**config.mk**
```make
export PLATFORM = sky130hd
export DESIGN_NAME = ckx_top
export DESIGN_NICKNAME = d
export VERILOG_FILES = /design/src/rtl/ckx_pkg.sv /design/src/rtl/ckx_regs.sv /design/src/rtl/ckx_divstage.sv /design/src/rtl/ckx_chan.sv /design/src/rtl/ckx_datapath.sv /design/src/rtl/ckx_top.sv
export SDC_FILE = /design/constraint.sdc
export NUM_CORES = 1
export LEC_CHECK = 0
export CAP_MARGIN = 20
export CORE_MARGIN = 4
export CORE_UTILIZATION = 30
export CTS_CLUSTER_SIZE = 30
export DETAILED_ROUTE_END_ITERATION = 8
export PLACE_DENSITY = 0.44
export SETUP_SLACK_MARGIN = 0.4
export SLEW_MARGIN = 20
export SYNTH_ARGS = -nofsm -noshare
export SYNTH_HDL_FRONTEND = slang
export SYNTH_HIERARCHICAL = 1
export SYNTH_SLANG_ARGS = --single-unit
```
**constraint.sdc**
```tcl
create_clock -name clk -period 5.15 [get_ports clk]
set_input_delay 0.515 -clock clk [delete_from_list [all_inputs] [get_ports clk]]
set_output_delay 0.515 -clock clk [all_outputs]
set_load 0.05 [all_outputs]
```
**src/rtl/ckx_pkg.sv**
```systemverilog
package ckx_pkg;
  timeunit 1ns;
  timeprecision 1ps;

  localparam int SEL_W     = 6;
  localparam int PDIV_W    = 10;
  localparam int FDIV_W    = 6;
  localparam int LANE_W    = 8;
  localparam int LANES     = 4;
  localparam int GATE_BIT  = 6;
  localparam int XBAR_BASE = 'h18;
  localparam int PDIV_BASE = 'h58;
  localparam int FDIV_BASE = 'h164;

  // Per-channel settings handed from control to datapath
  typedef struct packed {
    logic [SEL_W-1:0]  sel;
    logic              preEn;
    logic [PDIV_W-1:0] preDiv;
    logic              finEn;
    logic [FDIV_W-1:0] finDiv;
  } chCfg_t;
endpackage

```
**src/rtl/ckx_regs.sv**
```systemverilog
module ckx_regs
  import ckx_pkg::*;
#(
  parameter int NUM_OUT = 8,
  parameter int ADDR_W  = 12
) (
  input  logic              clk,
  input  logic              rstN,
  input  logic              regWe,
  input  logic [ADDR_W-1:0] regAddr,
  input  logic [31:0]       regWdata,
  output logic [31:0]       regRdata,
  output chCfg_t            cfg [NUM_OUT]
);
  timeunit 1ns;
  timeprecision 1ps;

  localparam int XWORDS = (NUM_OUT + LANES - 1) / LANES;

  chCfg_t cfgQ [NUM_OUT];
  logic   unusedWdata;
  assign unusedWdata = &{1'b0, regWdata};

  function automatic logic [ADDR_W-1:0] xAddr(input int i);
    return ADDR_W'(XBAR_BASE + 4 * (i / LANES));
  endfunction
  function automatic logic [ADDR_W-1:0] pAddr(input int i);
    return ADDR_W'(PDIV_BASE + 4 * i);
  endfunction
  function automatic logic [ADDR_W-1:0] fAddr(input int i);
    return ADDR_W'(FDIV_BASE + 4 * i);
  endfunction

  always_ff @(posedge clk or negedge rstN) begin
    if (!rstN) begin
      for (int i = 0; i < NUM_OUT; i++) cfgQ[i] <= '0;
    end else if (regWe) begin
      for (int i = 0; i < NUM_OUT; i++) begin
        if (regAddr == xAddr(i)) begin
          cfgQ[i].sel   <= regWdata[LANE_W*(i%LANES) +: SEL_W];
          cfgQ[i].preEn <= regWdata[LANE_W*(i%LANES) + GATE_BIT];
        end
        if (regAddr == pAddr(i)) cfgQ[i].preDiv <= regWdata[PDIV_W-1:0];
        if (regAddr == fAddr(i)) begin
          cfgQ[i].finDiv <= regWdata[FDIV_W-1:0];
          cfgQ[i].finEn  <= regWdata[GATE_BIT];
        end
      end
    end
  end

  always_comb begin
    regRdata = '0;
    for (int i = 0; i < NUM_OUT; i++) begin
      if (regAddr == xAddr(i))
        regRdata[LANE_W*(i%LANES) +: LANE_W] = LANE_W'({cfgQ[i].preEn, cfgQ[i].sel});
      if (regAddr == pAddr(i)) regRdata = 32'(cfgQ[i].preDiv);
      if (regAddr == fAddr(i)) regRdata = 32'({cfgQ[i].finEn, cfgQ[i].finDiv});
    end
  end

  always_comb begin
    for (int i = 0; i < NUM_OUT; i++) cfg[i] = cfgQ[i];
  end

  generate
    for (genvar w = 0; w < XWORDS; w++) begin : g_xchk
      p_lane_top_zero_r2: assert property (@(posedge clk) disable iff (!rstN)
        (regAddr == ADDR_W'(XBAR_BASE + 4*w)) |-> ((regRdata & 32'h8080_8080) == 32'h0));
    end
    for (genvar c = 0; c < NUM_OUT; c++) begin : g_dchk
      p_pdiv_hi_zero_r3: assert property (@(posedge clk) disable iff (!rstN)
        (regAddr == ADDR_W'(PDIV_BASE + 4*c)) |-> (regRdata[31:PDIV_W] == '0));
      p_fdiv_hi_zero_r4: assert property (@(posedge clk) disable iff (!rstN)
        (regAddr == ADDR_W'(FDIV_BASE + 4*c)) |-> (regRdata[31:GATE_BIT+1] == '0));
    end
  endgenerate
endmodule

```
**src/rtl/ckx_divstage.sv**
```systemverilog
module ckx_divstage #(
  parameter int W = 6
) (
  input  logic         clk,
  input  logic         rstN,
  input  logic         inLvl,
  input  logic [W-1:0] ratio,
  output logic         outLvl,
  output logic         atBoundary
);
  timeunit 1ns;
  timeprecision 1ps;

  logic         inPrev;
  logic [W:0]   cnt, cntNext, topCnt, highLim;
  logic [W-1:0] ratioAct;

  // Period spans 2*(ratio+1) input edges; high for the first ratio+1 of them
  assign topCnt     = {ratioAct, 1'b1};
  assign highLim    = (W+1)'(ratioAct) + (W+1)'(1);
  assign atBoundary = (cnt == '0);

  always_comb begin
    cntNext = cnt;
    if (cnt == '0) begin
      if (inLvl && !inPrev) cntNext = (W+1)'(1);
    end else if (inLvl != inPrev) begin
      cntNext = (cnt == topCnt) ? '0 : cnt + (W+1)'(1);
    end
  end

  always_ff @(posedge clk or negedge rstN) begin
    if (!rstN) begin
      inPrev   <= 1'b0;
      cnt      <= '0;
      ratioAct <= '0;
      outLvl   <= 1'b0;
    end else begin
      inPrev <= inLvl;
      cnt    <= cntNext;
      if (cnt == '0) ratioAct <= ratio;
      outLvl <= (cntNext != '0) && (cntNext <= highLim);
    end
  end

  p_cnt_bound_r6: assert property (@(posedge clk) disable iff (!rstN)
    cnt <= topCnt);
  p_ratio_swap_r10: assert property (@(posedge clk) disable iff (!rstN)
    !$stable(ratioAct) |-> ($past(cnt) == '0));
endmodule

```
**src/rtl/ckx_chan.sv**
```systemverilog
module ckx_chan
  import ckx_pkg::*;
#(
  parameter int NUM_REF = 8
) (
  input  logic               clk,
  input  logic               rstN,
  input  logic [NUM_REF-1:0] refIn,
  input  chCfg_t             cfg,
  output logic               clkOut
);
  timeunit 1ns;
  timeprecision 1ps;

  logic [SEL_W-1:0] selAct;
  logic muxOut, newSrc, preAct, finAct;
  logic pOut, pBoundary, fOut, fBoundary;

  always_comb begin
    muxOut = 1'b0;
    newSrc = 1'b0;
    for (int r = 0; r < NUM_REF; r++) begin
      if (selAct  == SEL_W'(r)) muxOut = refIn[r];
      if (cfg.sel == SEL_W'(r)) newSrc = refIn[r];
    end
  end

  always_ff @(posedge clk or negedge rstN) begin
    if (!rstN) begin
      selAct <= '0;
      preAct <= 1'b0;
      finAct <= 1'b0;
    end else begin
      if (pBoundary && !muxOut && !newSrc) selAct <= cfg.sel;
      if (!muxOut) preAct <= cfg.preEn;
      if (!fOut)   finAct <= cfg.finEn;
    end
  end

  ckx_divstage #(.W(PDIV_W)) u_pre (
    .clk(clk), .rstN(rstN), .inLvl(muxOut & preAct), .ratio(cfg.preDiv),
    .outLvl(pOut), .atBoundary(pBoundary)
  );

  ckx_divstage #(.W(FDIV_W)) u_fin (
    .clk(clk), .rstN(rstN), .inLvl(pOut), .ratio(cfg.finDiv),
    .outLvl(fOut), .atBoundary(fBoundary)
  );

  logic unusedBoundary;
  assign unusedBoundary = fBoundary;

  assign clkOut = fOut & finAct;

  p_sel_swap_r11: assert property (@(posedge clk) disable iff (!rstN)
    !$stable(selAct) |-> !$past(muxOut));
  p_pregate_r8: assert property (@(posedge clk) disable iff (!rstN)
    !$stable(preAct) |-> !$past(muxOut));
  p_fingate_r7: assert property (@(posedge clk) disable iff (!rstN)
    !$stable(finAct) |-> !$past(fOut));
  p_unsel_low_r9: assert property (@(posedge clk) disable iff (!rstN)
    (32'(selAct) >= NUM_REF) |-> !muxOut);
endmodule

```
**src/rtl/ckx_datapath.sv**
```systemverilog
module ckx_datapath
  import ckx_pkg::*;
#(
  parameter int NUM_OUT = 8,
  parameter int NUM_REF = 8
) (
  input  logic               clk,
  input  logic               rstN,
  input  logic [NUM_REF-1:0] refIn,
  input  chCfg_t             cfg [NUM_OUT],
  output logic [NUM_OUT-1:0] clkOut
);
  timeunit 1ns;
  timeprecision 1ps;

  generate
    for (genvar c = 0; c < NUM_OUT; c++) begin : g_ch
      ckx_chan #(.NUM_REF(NUM_REF)) u_ch (
        .clk(clk), .rstN(rstN), .refIn(refIn), .cfg(cfg[c]), .clkOut(clkOut[c])
      );
    end
  endgenerate
endmodule

```
**src/rtl/ckx_top.sv**
```systemverilog
module ckx_top
  import ckx_pkg::*;
#(
  parameter int NUM_OUT = 8,
  parameter int NUM_REF = 8,
  parameter int ADDR_W  = 12
) (
  input  logic               clk,
  input  logic               rstN,
  input  logic               regWe,
  input  logic [ADDR_W-1:0]  regAddr,
  input  logic [31:0]        regWdata,
  output logic [31:0]        regRdata,
  input  logic [NUM_REF-1:0] refIn,
  output logic [NUM_OUT-1:0] clkOut
);
  timeunit 1ns;
  timeprecision 1ps;

  chCfg_t cfg [NUM_OUT];

  ckx_regs #(.NUM_OUT(NUM_OUT), .ADDR_W(ADDR_W)) u_regs (
    .clk(clk), .rstN(rstN), .regWe(regWe), .regAddr(regAddr),
    .regWdata(regWdata), .regRdata(regRdata), .cfg(cfg)
  );

  ckx_datapath #(.NUM_OUT(NUM_OUT), .NUM_REF(NUM_REF)) u_dp (
    .clk(clk), .rstN(rstN), .refIn(refIn), .cfg(cfg), .clkOut(clkOut)
  );
endmodule

```
# --- Word level (Yosys, flattened, before mapping) ---
# Index checks and enable logic that the tools add are counted.
totals:
  input_bits: 55
  latchBits: 0
  ram_bits: 0
  memories: 0
  romBits: 0
  register_bits: 560
op_classes:
  magnitude_cmp: 16
  shifts: 0
  n_mul: 0
  reduce_logical: 146
  n_bitwise: 16
  n_addsub: 32
  n_eq_ne: 162
  muxes: 216
  div_mod_pow: 0
ops:
  columns: ["operator", "count"]
  rows:
  - ["6-bit by 3-bit equality test with 1-bit output, second input constant", 64]
  - ["11-bit two-way mux", 32]
  - ["31-bit two-way mux", 10]
  - ["7-bit two-way mux", 37]
  - ["6-bit by 2-bit equality test with 1-bit output, second input constant", 32]
  - ["1-bit two-way mux", 128]
  - ["12-bit by 7-bit equality test with 1-bit output, second input constant", 8]
  - ["12-bit by 9-bit equality test with 1-bit output, second input constant", 8]
  - ["6-bit by 1-bit equality test with 1-bit output, second input constant", 16]
  - ["6-bit logical NOT", 16]
  - ["10-bit by 1-bit adder with 11-bit output, second input constant", 8]
  - ["11-bit by 1-bit adder with 11-bit output, second input constant", 8]
  - ["11-bit equality test", 8]
  - ["11-bit less-or-equal comparator", 8]
  - ["11-bit logical NOT", 8]
  - ["11-bit nonzero test", 8]
  - ["6-bit by 1-bit adder with 7-bit output, second input constant", 8]
  - ["7-bit by 1-bit adder with 7-bit output, second input constant", 8]
  - ["7-bit equality test", 8]
  - ["7-bit less-or-equal comparator", 8]
  - ["7-bit logical NOT", 8]
  - ["7-bit nonzero test", 8]
  - ["1-bit logical AND", 48]
  - ["23-bit two-way mux", 2]
  - ["other kinds (8)", 91]

# --- Depth between registers and ports, before layout ---
logic_depth:
  depth_word: 23
  ltp_mapped: 18
  mapped_depth_nobuf: 17

# --- Modules after synthesis ---
# Netlist, hierarchy kept.
by_module_without_submodules:
  columns: ["mod", "seq_area_each_um2", "area_each_um2", "cells_per_inst", "instances"]
  rows:
  - ["ckx_divstage at u_dp.g_ch[0].u_ch.u_pre ...", 575.6, 1656.6, 189, 7]
  - ["ckx_regs", 4804.6, 8906.0, 688, 1]
  - ["ckx_divstage at u_dp.g_ch[0].u_ch.u_fin ...", 375.4, 1059.8, 112, 8]
  - ["ckx_chan", 200.2, 467.9, 32, 8]
  - ["ckx_divstage at u_dp.g_ch[7].u_ch.u_pre", 575.6, 1674.1, 169, 1]

# --- Worst setup path before layout ---
# Ideal clock, no wire load.
synth_timing:
  path_kind: "in2reg"
  startpoint: "in refIn[3]"
  endpoint: "reg u_dp.g_ch[7].u_ch.u_pre.outLvl"
  setup_ps: 82
  arrival_time_ps: 3986
  slack_ps: 1082
  cell_stages: 18
  n_path_buf: 2
  path_cell_list: "mux4_1 > mux2i_1 > or4_1 > buf_2 > nor2_1 > ha_1 > and2b_1 > nand4_1 > o41ai_2 > buf_4 > nor2_1 > ha_1 > o211ai_1 > a21oi_1 > o41a_1 > a2111oi_2 > nor3_1 > a31oi_1"
synth_between:
  elab_chain_cells: 11
  word_cells_on_any_way: 14
synth_lines:
  columns: ["item", "line_no", "rtl"]
  rows:
  - ["start, declared", "ckx_top.sv:14", "input logic [NUM_REF-1:0] refIn,"]
  - ["1-bit two-way mux (*) (5 in a row)", "ckx_chan.sv:23", "if (selAct == SEL_W'(r)) muxOut = refIn[r];"]
  - ["1-bit AND (*)", "ckx_chan.sv:41", ".clk(clk), .rstN(rstN), .inLvl(muxOut & preAct), .ratio(cfg.preDiv),"]
  - ["1-bit != test / 1-bit logical AND (equally long branches)", "ckx_divstage.sv:27, ckx_divstage.sv:26", null]
  - ["11-bit two-way mux, on equally long branches", "ckx_divstage.sv:27, ckx_divstage.sv:26", null]
  - ["11-bit two-way mux (*)", "ckx_divstage.sv:25", "if (cnt == '0) begin"]
  - ["via u_dp.g_ch[7].u_ch.u_pre.cntNext[2]", "ckx_divstage.sv:15", "logic [W:0] cnt, cntNext, topCnt, highLim;"]
  - ["11-bit less-or-equal comparator / 11-bit nonzero test (equally long branches)", "ckx_divstage.sv:42", "outLvl <= (cntNext != '0) && (cntNext <= highLim);"]
  - ["1-bit logical AND (*)", "ckx_divstage.sv:42", null]
  - ["end signal, assigned", "ckx_divstage.sv:42", null]
  - ["end, declared", "ckx_divstage.sv:8", "output logic outLvl,"]
# The timed path passes the listed nets; every way through them passes the cells marked *.
# A chain may end at the register's enable or synchronous reset.

# --- Worst setup path after layout ---
layout_timing:
  startpoint: "in regAddr[7]"
  endpoint: "out regRdata[5]"
layout_between:
  elab_chain_cells: 19
  word_cells_on_any_way: 36
layout_lines:
  columns: ["item", "line_no", "rtl"]
  rows:
  - ["start, declared", "ckx_top.sv:11", "input logic [ADDR_W-1:0] regAddr,"]
  - ["12-bit by 5-bit equality test with 1-bit output", "ckx_regs.sv:55", "if (regAddr == xAddr(i))"]
  - ["7-bit two-way mux", "ckx_regs.sv:55", null]
  - ["10-bit two-way mux", "ckx_regs.sv:57", "if (regAddr == pAddr(i)) regRdata = 32'(cfgQ[i].preDiv);"]
  - ["10-bit two-way mux", "ckx_regs.sv:58", "if (regAddr == fAddr(i)) regRdata = 32'({cfgQ[i].finEn, cfgQ[i].finDiv});"]
  - ["15-bit two-way mux", "ckx_regs.sv:57", null]
  - ["15-bit two-way mux", "ckx_regs.sv:58", null]
  - ["23-bit two-way mux", "ckx_regs.sv:57", null]
  - ["23-bit two-way mux", "ckx_regs.sv:58", null]
  - ["[3 not listed]", null, null]
  - ["31-bit two-way mux", "ckx_regs.sv:57", null]
  - ["31-bit two-way mux", "ckx_regs.sv:58", null]
  - ["31-bit two-way mux", "ckx_regs.sv:57", null]
  - ["31-bit two-way mux", "ckx_regs.sv:58", null]
  - ["31-bit two-way mux", "ckx_regs.sv:57", null]
  - ["31-bit two-way mux", "ckx_regs.sv:58", null]
  - ["31-bit two-way mux", "ckx_regs.sv:57", null]
  - ["31-bit two-way mux (*)", "ckx_regs.sv:58", null]
  - ["end, declared", "ckx_top.sv:13", "output logic [31:0] regRdata,"]
# Mark *: on every way between the ends. The rest lies on a longest branch, timed or not.

==> flow_metrics.tcl <==
set metrics [dict create \
    outcome "complete, no violations" \
    reg2reg_to "u_dp/g_ch[7].u_ch/u_pre/outLvl$_DFF_PN0_" \
    endpoint_kind "output port" \
    overflow 0 \
    wl_per_cell_um 19.8 \
    num_vias 25535 \
    ios 95 \
    via_per_inst 5.08 \
    drtIter0Drc 1874 \
    dp_slack_ps 156 \
    yosys.cell_count.top_type "dfrtp_1" \
    endpoint "regRdata[5]" \
    fillers 11511 \
    rrSetupSlack_ps 690 \
    floorplan.initialDensity_pct 30.4 \
    worstReg2RegStart "u_dp/g_ch[7].u_ch/selAct[1]$_DFFE_PN0P_" \
    synth_async_sr_flop_share_pct 100 \
    p_leak_nw 18.4 \
    ir_drop_mv 0.183 \
    crit_family "buffers and inverters" \
    crit_path_max_fanout 27 \
    maxCapViolCount 0 \
    clockBufferDepth 3 \
    reg2reg_depth 17 \
    ant_nets 0 \
    synth_edf_count 0 \
    grtUsageTotal_pct 16.3 \
    area_growth_pct 15.1 \
    worst_slack_ps 478 \
    synth_area_leader_cell "dfrtp_1" \
    synth.distinct_cells 88 \
    p_sw_share_pct 32.6 \
    antenna_found_initial 11 \
    final_layout_size_suffix_gt1_share_pct 15.7 \
    grt_pass1_wl_mm 157 \
    fin_crit_sh_pct 90.7 \
    cp_num_cells 10 \
    detailed_place_hpwl_mm 73.2 \
    slowest_stage "clkdlybuf4s50_1" \
    cts_sinks 560 \
    dp_cells 4889 \
    crit_chain "clkdlybuf4s50_1 -> nor4b_1 -> nand2_1 -> nor2_2 -> buf_4 -> a221o_1 -> o221ai_1 -> a21oi_1 -> a2bb2oi_1 -> buf_12" \
    core.rowCount 123 \
    core_region_area_um2 113000 \
    cts_htree_levels 3 \
    synth.top_cells.by_area "dfrtp_1 41%, ha_1 7.6%, mux2_2 6.6%, xnor2_1 4.9%, nand2_1 4.8%" \
    grt_max_degree 121 \
    die_w_um 347 \
    gp_congestion 0.855 \
    clk_pin_slew_ps 50 \
    cp-startpoint "regAddr[7]" \
    postSynthCellCount 3332 \
    fmax_ghz 0.214 \
    yosys_register_bits 560 \
    p_sw_mw 4.49 \
    seq_power_share_pct 35.6 \
    firstDrtPassIters 5 \
    critical_path_class "primary input to output port" \
    synth.avg_cell_area_um2 10.3 \
    synth_ff_type "dfrtp_1" \
    cp-start-kind "primary input" \
    fin_tns_setup_ps 0 \
    finClkSkew_ps 28.3 \
    cts_tree "yes" \
    synth_top_area_share_pct 40.7 \
    setup_viol_count_final 0 \
    powerDensity_nw_per_um2 348 \
    max_stage_delay_ps 680 \
    fin_cells 5024 \
    ys.warnings.count 6 \
    syn_area_um2 34400 \
    rsz0062_at_grt "false" \
    crit_arrival_ps 4160 \
    internal_power_mw 9.31 \
    nNetsFinal 3728 \
    clock-root-buffer "clkbuf_16" \
    drc_errors 0 \
    wl_mm 99.5 \
    synth_common_cells "560 x dfrtp_1, 440 x nand2_1, 247 x nor2_1" \
    slew_viol_final 0 \
    p_clk_share_pct 36.8 \
    worstPathRequired_ps 4640 \
    comb_power_share_pct 27.6 \
    min_path_type "flip-flop to flip-flop" \
    die_h_um 347 \
    portBuffers 88 \
    fin_crit_ps 4670 \
    synth_seq_area_share_pct 40.7 \
    dieArea_um2 120000 \
    first_global_vias 25672 \
    cts_buffers 72 \
    slew_headroom_pct 28.2 \
    crit_buf_inv 3 \
    worstSkewPairLatency_ps 620 \
    hold_viol_final 0 \
    worst_slew_pin_slew_ps 1070 \
]
worst min path at each step:
stage | startpoint | end | slack (ps) | depth (start not counted)
floorplan | rstN | u_dp/g_ch[0].u_ch/finAct$_DFFE_PN0N_ | 220 | 0
global placement | u_dp/g_ch[4].u_ch/u_pre/outLvl$_DFF_PN0_ | u_dp/g_ch[4].u_ch/u_fin/inPrev$_DFF_PN0_ | 370 | 0
detailed placement | u_dp/g_ch[4].u_ch/u_pre/outLvl$_DFF_PN0_ | u_dp/g_ch[4].u_ch/u_fin/inPrev$_DFF_PN0_ | 380 | 0
CTS | u_dp/g_ch[4].u_ch/u_pre/outLvl$_DFF_PN0_ | u_dp/g_ch[4].u_ch/u_fin/inPrev$_DFF_PN0_ | 390 | 0
global route | u_dp/g_ch[2].u_ch/u_pre/outLvl$_DFF_PN0_ | u_dp/g_ch[2].u_ch/u_fin/inPrev$_DFF_PN0_ | 410 | 0
finish | u_dp/g_ch[2].u_ch/u_pre/outLvl$_DFF_PN0_ | u_dp/g_ch[2].u_ch/u_fin/inPrev$_DFF_PN0_ | 390 | 0
state kept, by name, summed over array words and instances (netlist names):
signal,count
u_dp/g_ch.u_ch/u_pre/inPrev,8
u_dp/g_ch.u_ch/u_fin/cnt,56
u_dp/g_ch.u_ch/selAct,48
u_dp/g_ch.u_ch/u_fin/inPrev,8
u_regs/cfg,192
u_dp/g_ch.u_ch/u_pre/ratioAct,80
u_dp/g_ch.u_ch/u_pre/cnt,88
u_dp/g_ch.u_ch/u_fin/ratioAct,48
u_dp/g_ch.u_ch/finAct,8
u_dp/g_ch.u_ch/u_pre/outLvl,8
u_dp/g_ch.u_ch/u_fin/outLvl,8
u_dp/g_ch.u_ch/preAct,8
repair_timing:
item	in CTS	in global routing
hold buffers	1	0
setup endpoints to repair	0	2
hold endpoints to repair	82	0
setup buffers	0	1
resized for setup	0	2
layer usage:
layer | share of wire [%] | up-vias | GRT usage [%]
met5 | 0.073 | - | 0
met1 | 50 | 12704 | 24.2
met2 | 44 | 470 | 25.0
met3 | 4.5 | 110 | 2.85
li1 | - | 12239 | -
met4 | 1.6 | 12 | 3.52
power groups by stage:
stage	clock [mW]	sequential (mW)	combinational [mW]
CTS	5.27	4.92	3.86
finish	5.08	4.92	3.80
global placement	0	5.00	3.83
global route	5.45	4.96	4.31
detailed placement	0	4.99	3.83
floorplan	0	4.90	2.80
area by class of cell:
type	instances	area, um2	share of cell area, %
Antenna cell	4	10.0	0.0253
Clock buffer	97	2040	5.15
Clock inverter	32	325	0.822
Inverter	151	607	1.53
Multi-Input combinational cell	2507	19100	48.1
Sequential cell	560	14000	35.4
Tap cell	1500	1880	4.74
Timing Repair Buffer	173	1660	4.20
per-stage QoR:
| stage | total power, mW | hold WS (ps) | cell area, um2 | utilization [%] |
|---|---|---|---|---|
| 2_1_floorplan | 7.69 | 219 | 34400 | - |
| 3_5_place_dp | 8.82 | 378 | 37200 | 32.9 |
| 6_report | 13.8 | 387 | 39600 | 35.0 |
| 4_1_cts | 14.0 | 392 | 39600 | 35.0 |
| 5_1_grt | 14.7 | 406 | 39600 | 35.0 |
| 3_3_place_gp | 8.83 | 369 | 37200 | 32.9 |
logic make-up (layout without fill, tap and decap cells):
group | count (synthesis) | after routing | share of synthesized area [%]
flip-flops | 560 | 560 | 40.7
AND/OR/NAND/NOR | 1207 | 1207 | 18.1
adder cells (fa/ha/maj) | 208 | 208 | 7.57
buffers and inverters | 267 | 453 | 3.92
AO/OA/AOI/OAI | 449 | 449 | 9.82
other | 1 | 7 | 0.0109
XOR/XNOR | 346 | 346 | 8.81
multiplexers | 294 | 294 | 11.0
cells in the final DEF (no fill, tap or decap), drive strengths merged, types with 58 or more instances in the layout:
cell           netlist  layout
a21oi               64      64
and3                65      65
buf                 87      95
clkbuf              29      97
clkdlybuf4s50        0      77
dfrtp              560     560
ha                 208     208
inv                143     147
mux2               237     237
nand2              449     449
nand3              136     136
nand4               58      58
nor2               255     255
o21ai              110     110
xnor2              193     193
xor2               153     153
No activity file was read; power rests on OpenSTA's default activity.
